==> config.mk <==
export PLATFORM = sky130hd
export DESIGN_NAME = cdb_bank
export DESIGN_NICKNAME = d
export VERILOG_FILES = /design/src/rtl/cdb_pkg.sv /design/src/rtl/cdb_divider.sv /design/src/rtl/cdb_commit_fsm.sv /design/src/rtl/cdb_bank.sv
export SDC_FILE = /design/constraint.sdc
export NUM_CORES = 1
export LEC_CHECK = 0
export ABC_CLOCK_PERIOD_IN_PS = 5600
export BUFFER_PORTS_ARGS = -buffer_cell sky130_fd_sc_hd__buf_2
export CORE_ASPECT_RATIO = 0.75
export CORE_MARGIN = 3
export CORE_UTILIZATION = 63
export CTS_CLUSTER_SIZE = 40
export DETAILED_ROUTE_END_ITERATION = 7
export PLACE_DENSITY_LB_ADDON = 0.15
export SYNTH_ARGS = -nofsm -noshare
export SYNTH_HDL_FRONTEND = slang
export SYNTH_SLANG_ARGS = --single-unit
==> constraint.sdc <==
create_clock -name clk -period 5.6 [get_ports clk]
set_clock_uncertainty 0.1 [all_clocks]
set_input_delay 0.28 -clock clk [delete_from_list [all_inputs] [get_ports clk]]
set_output_delay 0.28 -clock clk [all_outputs]
set_load 0.01 [all_outputs]
==> src/rtl/cdb_pkg.sv <==
package cdb_pkg;

    localparam int CODE_W = 4;
    localparam int CNT_W  = 7;

    typedef enum logic [1:0] {
        CM_IDLE   = 2'd0,
        CM_LAUNCH = 2'd1,
        CM_WAIT   = 2'd2
    } commit_state_t;

    typedef enum logic {
        DV_RUN   = 1'b0,
        DV_ARMED = 1'b1
    } div_state_t;

    // Divide ratio for a code; reserved codes fall back to a harmless 2.
    function automatic logic [CNT_W-1:0] code_ratio(input logic [CODE_W-1:0] code);
        logic [CNT_W-1:0] r;
        unique case (code)
            4'd0:  r = 7'd2;
            4'd1:  r = 7'd3;
            4'd2:  r = 7'd4;
            4'd3:  r = 7'd6;
            4'd4:  r = 7'd8;
            4'd5:  r = 7'd12;
            4'd6:  r = 7'd16;
            4'd7:  r = 7'd18;
            4'd8:  r = 7'd24;
            4'd9:  r = 7'd32;
            4'd10: r = 7'd36;
            4'd11: r = 7'd48;
            4'd13: r = 7'd72;
            4'd14: r = 7'd96;
            default: r = 7'd2;
        endcase
        return r;
    endfunction

endpackage

==> src/rtl/cdb_divider.sv <==
module cdb_divider
    import cdb_pkg::*;
#(
    parameter logic [15:0]       LEGAL    = 16'h6fff,
    parameter logic [CODE_W-1:0] RST_CODE = 4'd0
) (
    input  logic              clk,
    input  logic              rst_n,
    input  logic              fld_we,
    input  logic [CODE_W-1:0] fld_data,
    input  logic              arm,
    output logic              tick,
    output logic              done,
    output logic [CODE_W-1:0] code_o
);

    div_state_t        state_q, state_d;
    logic [CNT_W-1:0]  cnt_q;
    logic [CODE_W-1:0] stage_q;
    logic [CODE_W-1:0] next_q;
    logic [CODE_W-1:0] code_q;
    logic [CNT_W-1:0]  last_cnt;
    logic              wrap;
    logic              apply;

    assign last_cnt = code_ratio(code_q) - 7'd1;
    assign wrap     = (cnt_q == last_cnt);
    assign apply    = (state_q == DV_ARMED) && wrap;

    // Next-state logic
    always_comb begin
        state_d = state_q;
        unique case (state_q)
            DV_RUN:   if (arm)  state_d = DV_ARMED;
            DV_ARMED: if (wrap) state_d = DV_RUN;
            default:            state_d = DV_RUN;
        endcase
    end

    // State register
    always_ff @(posedge clk or negedge rst_n) begin
        if (!rst_n) state_q <= DV_RUN;
        else        state_q <= state_d;
    end

    // Datapath: staging, snapshot, active code and period counter
    always_ff @(posedge clk or negedge rst_n) begin
        if (!rst_n) begin
            stage_q <= RST_CODE;
            next_q  <= RST_CODE;
            code_q  <= RST_CODE;
            cnt_q   <= '0;
        end else begin
            if (fld_we && LEGAL[fld_data])
                stage_q <= fld_data;
            if (arm && state_q == DV_RUN)
                next_q <= stage_q;
            if (apply)
                code_q <= next_q;
            if (wrap) cnt_q <= '0;
            else      cnt_q <= cnt_q + 7'd1;
        end
    end

    // Outputs
    always_comb begin
        tick   = wrap;
        done   = (state_q == DV_RUN);
        code_o = code_q;
    end

endmodule

==> src/rtl/cdb_commit_fsm.sv <==
module cdb_commit_fsm
    import cdb_pkg::*;
(
    input  logic clk,
    input  logic rst_n,
    input  logic kick_req,
    input  logic all_done,
    output logic arm,
    output logic busy
);

    commit_state_t state_q, state_d;

    always_comb begin
        state_d = state_q;
        unique case (state_q)
            CM_IDLE:   if (kick_req) state_d = CM_LAUNCH;
            CM_LAUNCH:               state_d = CM_WAIT;
            CM_WAIT:   if (all_done) state_d = CM_IDLE;
            default:                 state_d = CM_IDLE;
        endcase
    end

    always_ff @(posedge clk or negedge rst_n) begin
        if (!rst_n) state_q <= CM_IDLE;
        else        state_q <= state_d;
    end

    always_comb begin
        arm  = (state_q == CM_LAUNCH);
        busy = (state_q != CM_IDLE);
    end

endmodule

==> src/rtl/cdb_bank.sv <==
module cdb_bank
    import cdb_pkg::*;
#(
    parameter int                      NUM_OUT   = 4,
    parameter int                      ADDR_W    = 4,
    parameter int                      DATA_W    = 32,
    parameter int                      KICK_BIT  = 31,
    parameter logic [NUM_OUT*8-1:0]    FIELD_LSB = {8'd4, 8'd8, 8'd16, 8'd20},
    parameter logic [NUM_OUT*16-1:0]   LEGAL     = {16'h677c, 16'h6fff, 16'h6fff, 16'h6fff},
    parameter logic [NUM_OUT*4-1:0]    RST_CODES = {4'd2, 4'd1, 4'd0, 4'd2}
) (
    input  logic               clk,
    input  logic               rst_n,
    input  logic               reg_we,
    input  logic [ADDR_W-1:0]  reg_waddr,
    input  logic [DATA_W-1:0]  reg_wdata,
    input  logic [ADDR_W-1:0]  reg_raddr,
    output logic [DATA_W-1:0]  reg_rdata,
    output logic [NUM_OUT-1:0] tick_o
);

    localparam logic [ADDR_W-1:0] CODE_ADDR = ADDR_W'(0);
    localparam logic [ADDR_W-1:0] KICK_ADDR = ADDR_W'(1);
    localparam int                FLAT_W    = NUM_OUT * CODE_W;

    logic                 code_we;
    logic                 kick_req;
    logic                 arm;
    logic                 busy;
    logic [NUM_OUT-1:0]   done_vec;
    logic [FLAT_W-1:0]    code_flat;
    logic [DATA_W-1:0]    code_word;

    assign code_we  = reg_we && (reg_waddr == CODE_ADDR);
    assign kick_req = reg_we && (reg_waddr == KICK_ADDR) && reg_wdata[KICK_BIT];

    cdb_commit_fsm u_fsm (
        .clk      (clk),
        .rst_n    (rst_n),
        .kick_req (kick_req),
        .all_done (&done_vec),
        .arm      (arm),
        .busy     (busy)
    );

    for (genvar g = 0; g < NUM_OUT; g++) begin : g_div
        localparam int LSB = int'(FIELD_LSB[g*8 +: 8]);
        cdb_divider #(
            .LEGAL    (LEGAL[g*16 +: 16]),
            .RST_CODE (RST_CODES[g*CODE_W +: CODE_W])
        ) u_div (
            .clk      (clk),
            .rst_n    (rst_n),
            .fld_we   (code_we),
            .fld_data (reg_wdata[LSB +: CODE_W]),
            .arm      (arm),
            .tick     (tick_o[g]),
            .done     (done_vec[g]),
            .code_o   (code_flat[g*CODE_W +: CODE_W])
        );
    end

    // Committed codes placed at their field positions
    always_comb begin
        code_word = '0;
        for (int i = 0; i < NUM_OUT; i++)
            code_word[int'(FIELD_LSB[i*8 +: 8]) +: CODE_W] = code_flat[i*CODE_W +: CODE_W];
    end

    always_comb begin
        reg_rdata = '0;
        if (reg_raddr == CODE_ADDR)
            reg_rdata = code_word;
        else if (reg_raddr == KICK_ADDR)
            reg_rdata[KICK_BIT] = busy;
    end

endmodule

After elaboration in Yosys (flattened, before gate mapping) --
Memories as Yosys holds them, arrays and structs flattened. Index checks and enable logic that the tools add are counted.
Cells by class: bitwise gates (word level) 4, multiplexer cells 23, equal/unequal tests 10, add/sub/neg operators 8, reductions and logical operators 21, order comparisons 4
Operator list (number):
- 7-bit by 1-bit adder with 7-bit output, second input constant | 4
- 7-bit equality test | 4
- 7-bit 2-to-1 mux | 4
- 7-bit by 1-bit subtractor with 7-bit output, second input constant | 4
- 24-bit 2-to-1 mux | 1
- 4-bit by 5-bit less-than comparator with 1-bit output, second input constant | 4
- 1-bit logical AND | 15
- 1-bit 2-to-1 mux | 11
- 4-bit by 1-bit equality test with 1-bit output, second input constant | 2
- 4-bit zero test | 2
- 1-bit case mux with 2 select lines | 4
- 2-bit case mux with 3 select lines | 1
- 2-bit 2-to-1 mux | 2
- 1-bit NOT | 4
- 4-bit AND reduction | 1
- 2-bit by 1-bit equality test with 1-bit output, second input constant | 1
- 2-bit equality test, second input constant | 1
- 2-bit zero test | 1
- 2-bit by 1-bit inequality test with 1-bit output, second input constant | 1
- 2-bit inequality test, second input constant | 1
- 2-bit AND reduction | 1
- 2-bit nonzero test | 1
Word-level totals: word-level logic and storage cells 99, memories kept 8, output and inout port bits 36, bits of input ports 43, register bits 82, ROM bits 512
Memory list:
- (no name shown) | depth 16, bits a word 7, read ports 1, clocked after Yosys merged registers in 0, wr ports 0, RTL line cdb_pkg.sv:20 | unique case (code)
- (no name shown) | depth 16, bits a word 7, read ports 1, clocked after Yosys merged registers in 0, wr ports 0, RTL line cdb_pkg.sv:20
- (no name shown) | depth 16, bits a word 7, read ports 1, clocked after Yosys merged registers in 0, wr ports 0, RTL line cdb_pkg.sv:20
- (no name shown) | depth 16, bits a word 7, read ports 1, clocked after Yosys merged registers in 0, wr ports 0, RTL line cdb_pkg.sv:20
- (no name shown) | depth 16, bits a word 1, read ports 1, clocked after Yosys merged registers in 0, wr ports 0, RTL line cdb_divider.sv:54 | if (fld_we && LEGAL[fld_data])
- (no name shown) | depth 16, bits a word 1, read ports 1, clocked after Yosys merged registers in 0, wr ports 0, RTL line cdb_divider.sv:54
- 2 more memories

Logic depth before layout (Yosys ltp) --
Gate-level depths: netlist of the first run.
depth after elaboration 5, gate-level depth with buffers 13, depth with buffers taken out 11

Cells and area by module --
A second synthesis of the first run with hierarchy kept.
Second synthesis, totals: cell total of the unflattened synthesis 594, area total of the unflattened synthesis 5835.6 sq um
By module, submodules not included:
- cdb_divider at g_div[3].u_div | instances 1, area an instance 1471.4 sq um, cells an instance 146, sequential area each 504.2 sq um
- cdb_divider at g_div[2].u_div | instances 1, area an instance 1326.3 sq um, cells an instance 134, sequential area each 504.2 sq um
- cdb_divider at g_div[1].u_div | instances 1, area an instance 1322.5 sq um, cells an instance 134, sequential area each 500.5 sq um
- cdb_divider at g_div[0].u_div | instances 1, area an instance 1316.3 sq um, cells an instance 131, sequential area each 504.2 sq um
- cdb_bank | instances 1, area an instance 305.3 sq um, cells an instance 41, sequential area each 0.0 sq um
- cdb_commit_fsm | instances 1, area an instance 93.8 sq um, cells an instance 8, sequential area each 50.0 sq um

Worst setup path before layout of the first run --
No wires, ideal clock.
kind reg2out, from register g_div[3].u_div.code_q[1], to output tick_o[3], setup slack 2363 ps, buffers on the path 3, arrival time 2857 ps, cell stages (with the launch flop) 12, required time 5220 ps, cells stage by stage dfstp_2 > clkbuf_1 > inv_1 > ha_1 > o32a_1 > ha_1 > and4b_1 > and3_1 > o32a_1 > and4_1 > clkbuf_1 > buf_4
On the way: longest elaborated chain between the ends 3
Ends and longest elaborated chain:
- start: declaration | RTL line cdb_divider.sv:21 | logic [CODE_W-1:0] code_q;
- start signal: assignment | RTL line cdb_divider.sv:59 | code_q <= next_q;
- memory read 16 x 7 bit
- 7-bit by 1-bit subtractor with 7-bit output | RTL line cdb_divider.sv:26 | assign last_cnt = code_ratio(code_q) - 7'd1;
- 7-bit equality test | RTL line cdb_divider.sv:27 | assign wrap = (cnt_q == last_cnt);
- end: declaration | RTL line cdb_bank.sv:19 | output logic [NUM_OUT-1:0] tick_o
No other way between the ends.

Worst setup path in the final report of the first run --
Ends and elaborated chain as after synthesis.

==> summary.txt, run 1 <==
Placement
  • Post-DP Area: 5770 um2
  • DP HPWL: 8.10 mm
  • Port bufs: 48
  • Worst slack at placement: 2.27 ns
  • Placer congestion estimate: 0.860

Route
  • Number of routed nets with antenna violations: 0
  • Number of DRC markers in iteration 0: 289
  • # DRC: 0
  • Total number of vias: 4241
  • Drt pass-1 iters: 4
  • Average wire per standard cell: 15.0 um
  • Post-Route WL: 10.8 mm
  • Post-DR vias/cell: 5.86

Finish
  • Syn-to-layout area delta: 8.32%
  • Multi-input logic area: 3270 um2
  • Nets: 683
  • Final Cell Area: 6060 um2
  • FILL cells: 639
  • # diodes: 0
  • Register area: 2060 um2
  • Share of cells above drive strength 1: 0.203

Setup path
  • Critical Path AT: 3.36 ns
  • Startpoint types: flip-flop
  • Critical Path End Type: output pin
  • WS Path Type: reg -> out
  • Reg2reg setup slack: 2.28 ns
  • Worst EP required: 5.22 ns
  • Crit path from: g_div[3].u_div.code_o[1]$_DFFE_PN1P_
  • Worst R2R Path Depth: 11
  • Worst r2r dst: g_div[3].u_div.code_o[3]$_DFFE_PN0P_
  • End of the critical path: tick_o[3]
  • CP Max Fanout: 13
  • FF-to-FF Start: g_div[3].u_div.code_o[1]$_DFFE_PN1P_

Global route
  • Vias in the first global route: 4032
  • Pin count of the biggest net entering global routing: 83
  • Gr ovfl total: 0
  • Tot GR Track Use: 0.225
  • First-pass GRT wire length: 18.5 mm
  • Initial antenna violation count: 0

Floorplan
  • CORE AREA: 8560 um2
  • Height of the die: 87.6 um
  • Die Wd: 115 um
  • I/O pins: 79
  • Rows: 29
  • Initial Util: 0.653
  • Full die area: 10100 um2

Logic synthesis
  • Unique cell type count in the Yosys netlist: 62
  • Number of enable flip-flop cells after synthesis: 0
  • Post-Synthesis Cells: 584
  • Cell taking the most area after synthesis: dfrtp_1
  • Ys async rst share: 1.00
  • Share of the synthesized area in the top cell type: 0.327
  • Sequential share of the synthesized area: 0.369
  • Mapped cell area: 5590 um2
  • Synth area leaders: dfrtp_1 33%, mux2_2 7.0%, xnor2_1 6.7%
  • Main flop type after synthesis: dfrtp_1
  • Number of synthesized register bits: 82
  • Syn Area/Cell: 9.58 um2
  • Yosys warns: 0

Clock network
  • Post-CTS sizing: 0
  • H-tree depth: 3
  • CTS tree: built
  • Latest clock arrival within the worst-skew pair: 0.33 ns
  • Root Buffer: clkbuf_16
  • Worst-path clk slew: 0.07 ns
  • Num CTS Buffers: 9
  • Postcts setup bufs: 0
  • Cts hold-fix bufs: 0
  • CTS Buffer Depth: 2
  • CTS Sinks: 82

Hold path
  • Worst Hold Class: in -> async

Run status
  • Status: finished, violations left
  • Failing checks: negative hold slack

Run
  • Total of max-cap violations: 0

Timing
  • Pins over their slew limit: 0
  • Final Critical Period: 3.74 ns
  • Final hold vios: 7
  • Setup violators final: 0
  • Min Hold Slack: -0.00888 ns
  • Least-Margin Pin Slew: 0.980 ns
  • F_max: 0.268 GHz
  • Slew headroom: 0.347
  • Final worst slack: 1.86 ns
  • Tcrit/Tclk final: 0.667
  • TNS Setup: 0 ns
  • RSZ-0062 raised after global routing: no

Power and ir drop
  • P per Cell Area: 424 nW/um2
  • VDD IR max: 300 uV
  • Lkg Pwr: 2.63 nW
## layout by cell type, fill, tap and decap left out, types with 8 or more instances in the layout
| cell | count |
|---|---|
| and2_1 | 17 |
| mux2_2 | 35 |
| conb_1 | 15 |
| o21ai_0 | 18 |
| dfstp_2 | 9 |
| dfrtp_1 | 73 |
| xnor2_1 | 43 |
| buf_2 | 47 |
| xor2_1 | 18 |
| nand3_1 | 14 |
| ha_1 | 29 |
| nand3b_1 | 8 |
| mux2i_1 | 10 |
| and3_1 | 10 |
| inv_1 | 15 |
| nand2_1 | 26 |
| a21oi_1 | 27 |
| clkbuf_16 | 9 |
| nor2b_1 | 18 |
| a211oi_1 | 8 |
| nand2b_1 | 12 |
| nor2_1 | 58 |
## cell type report
class | instances | area share
Clock inverter | 6 | 0.00764
Tap cell | 108 | 0.0223
Timing Repair Buffer | 49 | 0.0413
Multi-Input combinational cell | 454 | 0.539
Sequential cell | 82 | 0.341
Inverter | 15 | 0.00929
Clock buffer | 10 | 0.0394
## critical path, stage by stage, from the launching register on
cell	delay, ns
dfstp_2	0.65
inv_1	0.13
ha_1	0.39
o32a_1	0.28
ha_1	0.23
xnor2_1	0.25
o211ai_1	0.14
a21oi_1	0.14
o22ai_1	0.08
o21ai_0	0.11
and4_1	0.41
buf_2	0.19
## stage by stage
step	instances	util	hold slack (ns)	power, mW
floorplan	598	-	-0.116	1.85
global placement	708	0.674	0.377	1.97
detailed placement	708	0.674	0.375	2.02
CTS	724	0.707	0.0367	2.58
global route	724	0.707	0.0535	2.77
finish	724	0.707	-0.00888	2.57
## cell usage after synthesis (2+ instances only)
cell / number
o31ai_1: 3
nor3_2: 2
a21oi_1: 27
buf_4: 19
mux2_4: 4
mux2_2: 35
nand3_1: 14
nor3_1: 6
clkbuf_1: 19
a31oi_1: 3
xor2_1: 18
buf_2: 7
and4_1: 4
nor4_1: 5
o22ai_1: 7
a31o_2: 2
nor2_1: 58
mux2i_1: 10
nor3b_1: 6
and3_1: 10
o21a_1: 4
nand2b_1: 12
a211oi_1: 8
or2_2: 2
dfstp_2: 9
o21ai_0: 18
dfrtp_1: 73
inv_1: 15
nand3b_1: 8
o32a_1: 4
nor2b_1: 18
ha_1: 29
o22a_1: 7
nand2_1: 26
xnor2_1: 43
a221oi_1: 2
o21bai_1: 2
a21boi_0: 2
nand4_1: 4
and2_1: 17
## kinds of logic after synthesis
group	share of synthesized area
other cells	0.000670
xor+xnor	0.0955
simple gates	0.192
compound gates	0.122
buf+inv	0.0573
fa+ha+maj	0.0649
flops	0.369
mux	0.0991
## state kept, by name, summed over array words and instances (netlist names)
register and count:
g_div.u_div.cnt_q 28, u_fsm.state_q 2, g_div.u_div.code_o 16, g_div.u_div.state_q 4, g_div.u_div.next_q 16, g_div.u_div.stage_q 16
## how the worst min path moves through the flow
stage / startpoint / end / cells after the start
after floorplan: rst_n / g_div[0].u_div.cnt_q[0]$_DFF_PN0_ / 0
after global placement: rst_n / g_div[0].u_div.cnt_q[3]$_DFF_PN0_ / 1
after detailed placement: g_div[0].u_div.stage_q[3]$_DFFE_PN0P_ / g_div[0].u_div.stage_q[3]$_DFFE_PN0P_ / 1
after CTS: rst_n / g_div[0].u_div.cnt_q[3]$_DFF_PN0_ / 1
after global routing: reg_wdata[9] / g_div[2].u_div.stage_q[0]$_DFFE_PN1P_ / 2
final: rst_n / g_div[0].u_div.code_o[2]$_DFFE_PN0P_ / 1
## layer usage
layer / vias up / routed length, um / GRT usage
met2: 98 / 5040 / 0.351
met5: - / 0 / 0
li1: 2078 / - / -
met1: 2046 / 5170 / 0.319
met4: 0 / 229 / 0.0789
met3: 19 / 398 / 0.0407
## power breakdown
group	internal (mW)	total, mW	switching (mW)
combinational	0.536	1.10	0.562
sequential	0.728	0.923	0.195
clock	0.316	0.549	0.233
total	1.58	2.57	0.991
(Power assumes the default switching activity.)
==> run 2, diff against run 1 <==
ABC_CLOCK_PERIOD_IN_PS = 3490   (was 5600)
CORE_UTILIZATION = 58   (was 63)
clock period = 3.49 ns   (was 5.6 ns; I/O delays follow)
==> summary.txt, run 2 (synthesized netlist as in run 1, its figures left out) <==
Run status
  • Status: finished clean

Clock network
  • Num CTS Buffers: 9 (unchanged)
  • Worst-path clk slew: 0.06 ns (about the same)
  • Latest clock arrival within the worst-skew pair: 0.34 ns (about the same)
  • CTS tree: built
  • H-tree depth: 3 (unchanged)
  • Root Buffer: clkbuf_16
  • CTS Buffer Depth: 2 (unchanged)
  • Postcts setup bufs: 0 (unchanged)
  • CTS Sinks: 82 (unchanged)

Setup path
  • WS Path Type: reg -> reg
  • Critical path's largest stage delay: 0.64 ns (about the same)
  • Critical Path AT: 3.46 ns (+0.10 ns)
  • CP Max Fanout: 11 (-2)
  • Critical Path End Type: flip-flop
  • Cell Chain, Critical Path: inv_1 -> ha_1 -> o32a_1 -> ha_1 -> inv_1 -> nor3_2 -> xor2_1 -> nand3_1 -> or4b_4 -> mux2_4
  • Slowest cell on crit path: dfstp_2
  • CP Buf/Inv Count: 2 (unchanged)
  • Delay-heaviest family, CP: simple AND/OR/NAND/NOR gates
  • Worst EP required: 3.62 ns (-1.60 ns)
  • Startpoint types: flip-flop

Placement
  • DP HPWL: 8.14 mm (+0.54%)
  • Cells after DPL: 733 (+3.5%)
  • Placer congestion estimate: 0.876 (+1.8%)
  • Port bufs: 48 (unchanged)

Route
  • Drt pass-1 iters: 5 (+1)
  • Number of DRC markers in iteration 0: 410 (+42%)
  • Post-Route WL: 11.2 mm (+3.0%)
  • Post-DR vias/cell: 5.70 (-2.8%)
  • # DRC: 0 (unchanged)
  • Average wire per standard cell: 14.7 um (-1.9%)
  • Total number of vias: 4329 (+2.1%)
  • Number of routed nets with antenna violations: 0 (unchanged)

Finish
  • FILL cells: 718 (+12%)
  • Multi-input logic area: 3280 um2 (+0.38%)
  • Max reg flops: 28 (unchanged)
  • Top reg by flops: g_div.u_div.cnt_q
  • Share of cells above drive strength 1: 0.209 (+0.00594)
  • Most frequent cells in the layout: 72 x dfrtp_1, 58 x nor2_1, 47 x buf_2
  • # diodes: 0 (unchanged)
  • Non-Filler Instances: 760 (+5.0%)
  • Most common cell after layout, fill and taps aside: dfrtp_1
  • Syn-to-layout area delta: 11.4%
  • Register area: 2060 um2 (about the same)
  • Nets: 699 (+2.3%)

Power and ir drop
  • Lkg Pwr: 2.70 nW (+2.5%)
  • P per Cell Area: 676 nW/um2 (+59%)
  • Pwr Total: 4.21 mW (+64%)
  • VDD IR max: 489 uV (+63%)

Global route
  • Vias in the first global route: 4148 (+2.9%)
  • Initial antenna violation count: 0 (unchanged)
  • Gr ovfl total: 0 (unchanged)
  • Tot GR Track Use: 0.210 (-0.0145)
  • Pin count of the biggest net entering global routing: 83 (unchanged)
  • First-pass GRT wire length: 19.0 mm (+2.8%)

Floorplan
  • I/O pins: 79 (unchanged)
  • Initial Util: 0.606 (-0.0474)
  • Full die area: 10900 um2 (+8.1%)
  • Height of the die: 91.0 um (+3.9%)
  • Rows: 30 (+3.4%)
  • CORE AREA: 9230 um2 (+7.8%)
  • Die Wd: 119 um (+4.0%)

Timing
  • Tcrit/Tclk final: 0.955
  • Min Hold Slack: 0.00889 ns (+0.0178 ns)
  • Setup violators final: 0 (unchanged)
  • RSZ-0062 raised after global routing: yes
  • F_max: 0.300 GHz
  • Slew headroom: 0.329 (-0.0177)
  • Least-Margin Pin Slew: 1.01 ns (+0.0265 ns)
  • Final Critical Period: 3.33 ns
  • Pins over their slew limit: 0 (unchanged)
  • Final hold vios: 0 (-7)

Run
  • Total of max-cap violations: 0 (unchanged)

Hold path
  • Worst Hold Class: in -> reg
[run 2: cell count changes in the layout (fill, tap and decap cells not counted), moves of 2 or more]
cell           change
and3_1             -2
buf_4              +5
clkinv_4           +3
dlygate4sd3_1     +11
inv_6              -3
[run 2: stage by stage]
stage / TNS [ns] / utilization / worst slack (ns) / instance area (um2)
5_1_grt: -0.00127 / 0.675 / -0.00127 / 6230
3_3_place_gp: 0 / 0.632 / 0.354 / 5840
3_5_place_dp: 0 / 0.632 / 0.220 / 5840
4_1_cts: 0 / 0.672 / 0.0878 / 6210
2_1_floorplan: 0 / - / 0.358 / 5650
6_report: 0 / 0.675 / 0.158 / 6230
[run 2: repair_timing]
item | 4_1_cts | 5_1_grt
hold buffers | 10 | 1
hold endpoints to repair | 82 | 1
setup endpoints to repair | 0 | 4
gates resized for setup | 0 | 5
[run 2: report_power, final]
group	internal (mW)	leakage, nW	total (mW)	switching (mW)
registers	1.17	1.04	1.47	0.305
logic	0.929	1.52	1.88	0.948
clock network	0.482	0.132	0.860	0.377
[run 2: path summary, 6_finish.rpt]
| path | startpoint | end | slack [ns] | depth (start not counted) |
|---|---|---|---|---|
| max in group asynchronous | rst_n | g_div[3].u_div.code_o[0]$_DFFE_PN0P_ | 2.13 | 2 |
| setup / recovery | g_div[0].u_div.code_o[1]$_DFFE_PN1P_ | g_div[0].u_div.code_o[3]$_DFFE_PN0P_ | 0.16 | 10 |
| setup reg to reg | g_div[0].u_div.code_o[1]$_DFFE_PN1P_ | g_div[0].u_div.code_o[3]$_DFFE_PN0P_ | 0.16 | 10 |
| hold reg to reg | g_div[0].u_div.next_q[2]$_DFFE_PN0P_ | g_div[0].u_div.code_o[2]$_DFFE_PN0P_ | 0.40 | 1 |
| hold / removal | reg_wdata[22] | g_div[0].u_div.stage_q[2]$_DFFE_PN0P_ | 0.009 | 2 |
| min in group asynchronous | rst_n | g_div[0].u_div.cnt_q[0]$_DFF_PN0_ | 0.42 | 2 |
[run 2: layout make-up]
class	instances	share of cell area
Multi-Input combinational cell	454	0.526
Clock buffer	10	0.0367
Timing Repair Buffer	65	0.0638
Inverter	15	0.00903
Sequential cell	82	0.331
Clock inverter	6	0.00703
Tap cell	128	0.0257
[run 2: routing by layer]
layer,vias to the layer above,GRT usage,share of wire
met2,109,0.342,0.47
met4,0,0.0753,0.014
met1,2111,0.286,0.47
met5,-,0,0
li1,2090,-,-
met3,19,0.0342,0.039
==> run 3, diff against run 2 <==
HOLD_SLACK_MARGIN = 0.03   (was not set)
RECOVER_POWER = 50   (was not set)
==> summary.txt, run 3 (synthesized netlist as in run 1, its figures left out) <==
Run status
  • Status: finished, violations left
  • Failing checks: max-capacitance violations, max-slew violations

Power and ir drop
  • Lkg Pwr: 2.70 nW (+0.10%)
  • P per Cell Area: 672 nW/um2 (-0.52%)
  • VDD IR max: 492 uV (+0.64%)

Finish
  • Register area: 2060 um2 (unchanged)
  • Most frequent cells in the layout: 72 x dfrtp_1, 58 x nor2_1, 43 x xnor2_1, 43 x buf_2, 35 x mux2_2
  • Top reg by flops: g_div.u_div.cnt_q
  • FILL cells: 719 (+0.14%)
  • Multi-input logic area: 3270 um2 (-0.19%)
  • # diodes: 0 (unchanged)
  • Final Core Density: 0.680 (+0.00461)
  • Nets: 705 (+0.86%)
  • Most common cell after layout, fill and taps aside: dfrtp_1
  • Max reg flops: 28 (unchanged)
  • Non-Filler Instances: 766 (+0.79%)
  • Syn-to-layout area delta: 12.2%
  • Share of cells above drive strength 1: 0.197 (-0.0114)

Route
  • Post-Route WL: 11.2 mm (+0.28%)
  • Number of routed nets with antenna violations: 0 (unchanged)
  • Number of DRC markers in iteration 0: 428 (+4.4%)
  • Average wire per standard cell: 14.6 um (-0.51%)
  • Post-DR vias/cell: 5.64 (-0.94%)
  • Total number of vias: 4322 (-0.16%)
  • Drt pass-1 iters: 5 (unchanged)
  • # DRC: 0 (unchanged)

Placement
  • Placer congestion estimate: 0.876 (unchanged)
  • Port bufs: 48 (unchanged)
  • Cells after DPL: 733 (unchanged)
  • DP HPWL: 8.14 mm (unchanged)

Timing
  • Slew headroom: -0.322 (-0.651)
  • Setup violators final: 0 (unchanged)
  • RSZ-0062 raised after global routing: yes
  • Final Critical Period: 3.35 ns (+0.0187 ns)
  • Pins over their slew limit: 83 (+83)
  • Least-Margin Pin Slew: 1.98 ns (+0.977 ns)
  • F_max: 0.298 GHz (-0.56%)
  • Tcrit/Tclk final: 0.960 (+0.00536)
  • Final hold vios: 0 (unchanged)

Setup path
  • CP Max Fanout: 11 (unchanged)
  • Startpoint types: flip-flop
  • Worst EP required: 3.61 ns (about the same)
  • Worst R2R Path Depth: 10 (unchanged)
  • Critical Path AT: 3.48 ns (+0.02 ns)
  • WS Path Type: reg -> reg
  • Critical Path End Type: flip-flop

Global route
  • Tot GR Track Use: 0.211 (+0.00120)
  • Gr ovfl total: 0 (unchanged)
  • Initial antenna violation count: 0 (unchanged)
  • Pin count of the biggest net entering global routing: 83 (unchanged)
  • Vias in the first global route: 4162 (+0.34%)
  • First-pass GRT wire length: 19.1 mm (+0.73%)

Floorplan
  • Rows: 30 (unchanged)
  • Die Wd: 119 um (unchanged)
  • Initial Util: 0.606 (unchanged)
  • CORE AREA: 9230 um2 (unchanged)
  • Full die area: 10900 um2 (unchanged)
  • Height of the die: 91.0 um (unchanged)
  • I/O pins: 79 (unchanged)

Run
  • Total of max-cap violations: 1 (+1)

Clock network
  • CTS Buffer Depth: 2 (unchanged)
  • Num CTS Buffers: 9 (unchanged)
  • Worst-path clk slew: 0.06 ns (about the same)
  • H-tree depth: 3 (unchanged)
  • CTS tree: built
  • Latest clock arrival within the worst-skew pair: 0.34 ns (about the same)
  • CTS Sinks: 82 (unchanged)
  • Root Buffer: clkbuf_16

Hold path
  • Worst Hold Class: in -> reg
  • Hold-critical path depth: 2 (unchanged)
-- run 3: cell count changes in the layout (fill, tap and decap cells not counted), moves of 2 or more --
| cell | before | now |
|---|---|---|
| and2_0 | 0 | 2 |
| clkbuf_1 | 1 | 6 |
| buf_2 | 47 | 43 |
| buf_4 | 7 | 5 |
| and2_1 | 17 | 15 |
| dlygate4sd3_1 | 11 | 17 |
-- run 3: power by group --
part           switching (mW)  total, mW  internal [mW]
logic                   0.954       1.89          0.932
registers               0.307       1.48           1.17
clock network           0.373      0.856          0.482
-- run 3: critical path, cell delays in order, from the launching register on --
cell and delay [ns]:
dfstp_2 0.64, inv_1 0.13, ha_1 0.38, o32a_1 0.20, ha_1 0.20, inv_1 0.06, nor3_2 0.24, xor2_1 0.18
nand3_1 0.17, or4b_4 0.61, mux2_4 0.32
-- run 3: per-stage QoR --
| step | power (mW) | hold slack (ns) | setup TNS, ns | cell area [um2] | setup WS [ns] |
|---|---|---|---|---|---|
| after global placement | 3.22 | 0.279 | 0 | 5840 | 0.354 |
| final | 4.22 | 0.0638 | 0 | 6270 | 0.139 |
| after global routing | 4.54 | 0.0546 | -0.00127 | 6270 | -0.00127 |
| after CTS | 4.20 | 0.0486 | 0 | 6280 | 0.0878 |
| after detailed placement | 3.30 | 0.289 | 0 | 5840 | 0.220 |
| after floorplan | 2.96 | -0.221 | 0 | 5650 | 0.358 |
-- run 3: final timing paths --
path,startpoint,to,slack [ns]
min,reg_wdata[7],g_div[3].u_div.stage_q[3]$_DFFE_PN0P_,0.06
min in group asynchronous,rst_n,g_div[0].u_div.cnt_q[3]$_DFF_PN0_,0.82
max,g_div[0].u_div.code_o[1]$_DFFE_PN1P_,g_div[0].u_div.code_o[3]$_DFFE_PN0P_,0.14
max reg2reg,g_div[0].u_div.code_o[1]$_DFFE_PN1P_,g_div[0].u_div.code_o[3]$_DFFE_PN0P_,0.14
min reg2reg,g_div[0].u_div.next_q[2]$_DFFE_PN0P_,g_div[0].u_div.code_o[2]$_DFFE_PN0P_,0.40
max in group asynchronous,rst_n,g_div[3].u_div.code_o[0]$_DFFE_PN0P_,1.14
-- run 3: per-layer routing --
layer  part of all wire  routed length, um  GRT usage  vias to the layer above
li1                   -                  -          -                     2101
met1               0.47               5300      0.288                     2089
met2               0.47               5270      0.343                      123
met3              0.051                572     0.0342                        9
met4             0.0049                 55     0.0753                        0
met5                  0                  0          0                        -
-- run 3: what timing repair did --
action	in CTS	in global routing
endpoints found under the hold margin	88	0
endpoints found under the setup margin	0	4
gates resized for setup	0	5
hold buffers	17	0
buffers inserted	0	0
-- run 3: cell type report --
type	count	share of cell area
inverter	15	0.00897
sequential	82	0.329
timing repair buffer	71	0.0712
clock inverter	6	0.00698
clock buffer	10	0.0365
multi-input combinational	454	0.522
tap	128	0.0255
